## src/rtl/adc_obus_pkg.sv

```systemverilog
`timescale 1ns/1ps
// Package: shared constants and types for the result bus block.
// Assumes the marker code is defined for the default 12-bit word.
package adc_obus_pkg;
    localparam int unsigned OBUS_DW   = 12;
    localparam int unsigned OBUS_NIB  = 4;
    localparam logic [11:0] OBUS_MARK = 12'hFE0;

    // Presentation format of the bus for one access.
    typedef enum logic {
        FMT_WORD = 1'b0,
        FMT_FOLD = 1'b1
    } obus_fmt_e;
endpackage

```

## src/rtl/obus_result_latch.sv

```systemverilog
`timescale 1ns/1ps
// Module: holds the most recent result or the marker code.
// Assumes load and marker strobes are single-cycle pulses from the sequencer;
// the marker request wins over a simultaneous load.
module obus_result_latch #(
    parameter int unsigned      DW   = 12,
    parameter logic [DW-1:0]    MARK = 12'hFE0
) (
    input  logic          clk,
    input  logic          rst_n,
    input  logic          load,
    input  logic          mark,
    input  logic [DW-1:0] din,
    output logic [DW-1:0] held
);
    // Capture the marker, a new result, or keep the current value.
    always_ff @(posedge clk) begin
        if (!rst_n) begin
            held <= MARK;
        end else if (mark) begin
            held <= MARK;
        end else if (load) begin
            held <= din;
        end
    end
endmodule

```

## src/rtl/obus_fold.sv

```systemverilog
`timescale 1ns/1ps
// Module: forms the bus word from the held value.
// Full format passes the word through. Fold format puts the low NIB bits on
// the top lines and zeros everywhere else. Assumes NIB < DW.
module obus_fold
    import adc_obus_pkg::*;
#(
    parameter int unsigned DW  = 12,
    parameter int unsigned NIB = 4
) (
    input  obus_fmt_e     fmt,
    input  logic [DW-1:0] held,
    output logic [DW-1:0] word
);
    localparam int unsigned LOW_W = DW - NIB;

    logic [DW-1:0] folded;

    // Wire each bus line of the folded view: top lines from the low nibble.
    for (genvar i = 0; i < DW; i++) begin : g_bit
        if (i >= LOW_W) begin : g_src
            assign folded[i] = held[i - LOW_W];
        end else begin : g_zero
            assign folded[i] = 1'b0;
        end
    end

    // Pick the view requested for this access.
    always_comb begin
        word = (fmt == FMT_FOLD) ? folded : held;
    end
endmodule

```

## src/rtl/obus_drive.sv

```systemverilog
`timescale 1ns/1ps
// Module: registered bus driver with an output enable.
// Assumes select and read are active low. Data is forced to zero while the
// bus is not driven so that nothing stale leaks onto a shared bus model.
module obus_drive #(
    parameter int unsigned DW = 12
) (
    input  logic          clk,
    input  logic          rst_n,
    input  logic          cs_n,
    input  logic          rd_n,
    input  logic [DW-1:0] word,
    output logic [DW-1:0] data_q,
    output logic          oe_q
);
    logic drive_en;

    // Bus is driven only when both strobes are asserted.
    always_comb begin
        drive_en = !cs_n && !rd_n;
    end

    // Register enable and data together so they change on one edge.
    always_ff @(posedge clk) begin
        if (!rst_n) begin
            oe_q   <= 1'b0;
            data_q <= '0;
        end else begin
            oe_q   <= drive_en;
            data_q <= drive_en ? word : '0;
        end
    end
endmodule

```

## src/rtl/adc_obus.sv

```systemverilog
`timescale 1ns/1ps
// Module: top of the converter result bus.
// Holds the last result or marker and presents it as a full word or a folded
// low nibble on a registered, enable-qualified bus. Assumes the sequencer
// raises res_load as its busy indication falls, and mark_set on abort/reset.
module adc_obus
    import adc_obus_pkg::*;
#(
    parameter int unsigned   DW   = OBUS_DW,
    parameter int unsigned   NIB  = OBUS_NIB,
    parameter logic [DW-1:0] MARK = OBUS_MARK
) (
    input  logic          clk,
    input  logic          rst_n,
    input  logic          cs_n,
    input  logic          rd_n,
    input  logic          byte_sel,
    input  logic          res_load,
    input  logic [DW-1:0] result,
    input  logic          mark_set,
    output logic [DW-1:0] bus_data,
    output logic          bus_oe
);
    logic [DW-1:0] held_q;
    logic [DW-1:0] view;
    obus_fmt_e     fmt;

    // Decode the byte select into a presentation format.
    always_comb begin
        fmt = byte_sel ? FMT_FOLD : FMT_WORD;
    end

    obus_result_latch #(.DW(DW), .MARK(MARK)) u_latch (
        .clk   (clk),
        .rst_n (rst_n),
        .load  (res_load),
        .mark  (mark_set),
        .din   (result),
        .held  (held_q)
    );

    obus_fold #(.DW(DW), .NIB(NIB)) u_fold (
        .fmt  (fmt),
        .held (held_q),
        .word (view)
    );

    obus_drive #(.DW(DW)) u_drive (
        .clk    (clk),
        .rst_n  (rst_n),
        .cs_n   (cs_n),
        .rd_n   (rd_n),
        .word   (view),
        .data_q (bus_data),
        .oe_q   (bus_oe)
    );
endmodule

```

## config.mk

```make
export PLATFORM = sky130hd
export DESIGN_NAME = adc_obus
export DESIGN_NICKNAME = d
export VERILOG_FILES = /design/src/rtl/adc_obus_pkg.sv /design/src/rtl/obus_result_latch.sv /design/src/rtl/obus_fold.sv /design/src/rtl/obus_drive.sv /design/src/rtl/adc_obus.sv
export SDC_FILE = /design/constraint.sdc
export NUM_CORES = 1
export LEC_CHECK = 0
export ABC_AREA = 1
export CAP_MARGIN = 25
export CORE_ASPECT_RATIO = 1.1
export CORE_UTILIZATION = 45
export CTS_CLUSTER_DIAMETER = 150
export DETAILED_ROUTE_END_ITERATION = 6
export PLACE_DENSITY_LB_ADDON = 0.25
export SYNTH_ARGS = -nofsm -noshare
export SYNTH_HDL_FRONTEND = slang
export SYNTH_SLANG_ARGS = --single-unit
```

## constraint.sdc

```tcl
create_clock -name clk -period 1.3 [get_ports clk]
set_input_delay 0.13 -clock clk [delete_from_list [all_inputs] [get_ports clk]]
set_output_delay 0.13 -clock clk [all_outputs]
set_load 0.01 [all_outputs]
```

==> results.md <==
- Core Box Area: 1802 um^2
- Via count of the first global-routing pass: 623
- Run status: finished, final reports clean
- Power density cells: 1005 nW/um^2
- Hold Buf Count CTS: 0
- Top cell family by delay on the critical path: flip-flops
- Post-detail-place hpwl: 1178 um
- Final wirelength: 1484 um
- RSZ-0062 raised after global routing: no
- Clock tree from TritonCTS: done
- Worst vdd ir: 0.0007753 V
- Clock Path Buffers: 2
- Met1 Use GR: 16.35%
- Max Freq: 1104 MHz
- WP data required: 1.17 ns
- Via total after detailed routing: 766
- Synthesized area per cell: 7.795 um^2
- Number of setup buffers added after CTS: 0
- Post-Layout Inst Area: 1252 um^2
- Min Hold Slack: 0.3816 ns
- Final Wtd Congestion: 0.7546
- Async set or reset register ratio after synthesis: 0%
- Critical Path End Type: primary output
- Largest stage delay, worst path: 0.33 ns
- Synth unique cells: 12
- Maximum Capacitance Violations: 0
- Violation count after the first detailed-routing iteration: 10
- Number of levels in the clock H-tree: 1
- GR Layer Usage met3: 3.358%
- Final total negative setup slack: 0 ns
- Count of cells along the worst hold path: 3
- Min Clock Period, post-route: 0.9058 ns
- Total number of cells along the worst setup path: 1
- Top-count cell post-synth: sky130_fd_sc_hd__nand2_1
- Layout-stage area growth over the synthesis result: 42.19%
- Number of clock sinks: 25
- Worst min-delay path class: primary input to flop
- Total grt overflow: 0
- Average wire per cell in the routed design: 9.049 um
- Overall die height: 48.40 um
- #FFs+latches synth: 25
- Worst-skew pair later-pin latency: 0.29 ns
- Total cell area at the placement stage: 1194 um^2
- Ordered cell list for the critical path: dlymetal6s2s_1
- Fin crit share: 69.67%
- Cell type contributing the most total cell area after synthesis: sky130_fd_sc_hd__dfxtp_1
- Area of the mapped netlist: 880.8 um^2
- Critical path start-end classification: flop to primary output
- Ys flop type: sky130_fd_sc_hd__dfxtp_1
- Die Footprint: 2139 um^2
- Slowest cell on the critical path: sky130_fd_sc_hd__dfxtp_1
- Leakage power figure: 0.8229 nW
- Final count of negative-setup-slack endpoints: 0
- Final hold violations: 0
- Highest fanout seen on the critical path: 1
- GRT busiest layer: met2
- DRT Pass-1 Iters: 6
- Crit path DAT: 0.78 ns
- Area fraction of the dominant cell type after synthesis: 56.82%
- Number of buffers created by CTS: 3
- Initial antenna violation count: 0
- Warnings from Yosys: 0
- Quantity of gates resized following cts: 0
- First-pass GRT wire length: 2484 um
- Number of antenna diodes: 0
- Number of vias per cell: 4.671
- Multi-input logic area: 274.0 um^2
- Maximum number of pins on one net before global-route repair: 14
- Clk root buf: sky130_fd_sc_hd__clkbuf_4
- Pins over their slew limit: 0
- GR Util All Layers: 15.03%
- Initial cell density of the core: 48.89%
- Slew @ Worst Pin: 0.3018 ns
- Clock-pin slew of the registers on the worst-case setup and hold paths: 0.12 ns
- DRC violation count after routing: 0
- Most frequent cells after synthesis: sky130_fd_sc_hd__nand2_1 (29), sky130_fd_sc_hd__dfxtp_1 (25), sky130_fd_sc_hd__nor2_1 (20), sky130_fd_sc_hd__inv_1 (18), sky130_fd_sc_hd__nand3_1 (7)
- Boundary Pins: 32
- Met2 demand-to-capacity share in global routing: 27.70%
- Worst slew slack as a fraction of its limit: 79.82%
- FF/Latch Area: 500.5 um^2
- Nature of the critical path startpoint: flop
- Total number of nets in the final design: 166
- Count of flip-flops with a built-in enable after synthesis: 0
- Layout cells sized above 1: 6.849%
- Sequential area share after synthesis: 56.82%
- Syn_nets: 132
- Worst-case clock skew: 0.002735 ns
- Buffer and inverter count on the worst path: 1
- Number of port buffers: 31
- Instance count of the mapped netlist: 113
- Row count: 16
- Overall die width: 44.19 um
- Logic depth of the worst register-to-register path: 4
- Fill cell instance count of the final layout: 145
- Top area cells in the synthesized netlist: sky130_fd_sc_hd__dfxtp_1 (57%), sky130_fd_sc_hd__nand2_1 (12%), sky130_fd_sc_hd__nor2_1 (8.5%), sky130_fd_sc_hd__inv_1 (7.7%), sky130_fd_sc_hd__nand3_1 (4.0%)
- Worst-case register-to-register setup slack: 0.62 ns
- Post-route ant nets: 0
## routing by layer
| metal | vias up | part of all wire [%] |
|---|---|---|
| li1 | 400 | - |
| met1 | 342 | 42 |
| met2 | 22 | 52 |
| met3 | 2 | 5.2 |
| met4 | 0 | 0.94 |
| met5 | - | 0 |
## sequential cells by signal, summed over array words and instances, names as in the netlist
register,cells
u_latch.held,12
u_drive.oe_q,1
u_drive.data_q,12
## layout by cell type (no fill, tap or decap)
cell | netlist | layout
sky130_fd_sc_hd__a21oi_1 | 5 | 5
sky130_fd_sc_hd__buf_4 | 0 | 1
sky130_fd_sc_hd__clkbuf_1 | 0 | 1
sky130_fd_sc_hd__clkbuf_4 | 0 | 3
sky130_fd_sc_hd__clkdlybuf4s50_1 | 0 | 18
sky130_fd_sc_hd__dfxtp_1 | 25 | 25
sky130_fd_sc_hd__dlymetal6s2s_1 | 0 | 13
sky130_fd_sc_hd__inv_1 | 18 | 18
sky130_fd_sc_hd__inv_2 | 3 | 3
sky130_fd_sc_hd__nand2_1 | 29 | 29
sky130_fd_sc_hd__nand2_2 | 1 | 1
sky130_fd_sc_hd__nand3_1 | 7 | 7
sky130_fd_sc_hd__nand3_4 | 1 | 1
sky130_fd_sc_hd__nor2_1 | 20 | 20
sky130_fd_sc_hd__nor2_2 | 1 | 1
## cell families after synthesis
kind of cell | synth area share [%]
buf+inv | 12.07
flops | 56.82
compound gates | 2.840
simple gates | 28.27
## metrics by stage
step / instances / worst slack (ns) / util, % / power [W]
after CTS: 164 / 0.0007059 / 67.71 / 0.001275
after detailed placement: 160 / 0.1128 / 66.25 / 0.0009643
final: 164 / 0.3942 / 69.51 / 0.001258
after floorplan: 113 / 0.6894 / - / 0.0008838
after global placement: 160 / 0.1525 / 66.25 / 0.0009614
after global routing: 164 / 0.3340 / 69.51 / 0.001324
## worst paths after layout
path                             end                from
setup / recovery        bus_data[11]  u_drive.data_q[11]
hold / removal       u_latch.held[0]           result[0]
setup reg to reg  u_drive.data_q[11]     u_latch.held[3]
hold reg to reg    u_drive.data_q[5]     u_latch.held[5]
## power by group
group	switching, W	leakage, nW	internal [W]
sequential	0.00000910	0.204	0.000788
clock	0.000195	0.0150	0.000119
combinational	0.0000654	0.604	0.0000815
total	0.000270	0.823	0.000988
## cell type report
type,instances,share of cell area (%)
clock buffer,4,2.098
sequential,25,39.96
multi-input combinational,64,21.88
timing repair buffer,32,27.97
tap,18,1.798
inverter,21,6.294
No activity file was read; power rests on OpenSTA's default activity.
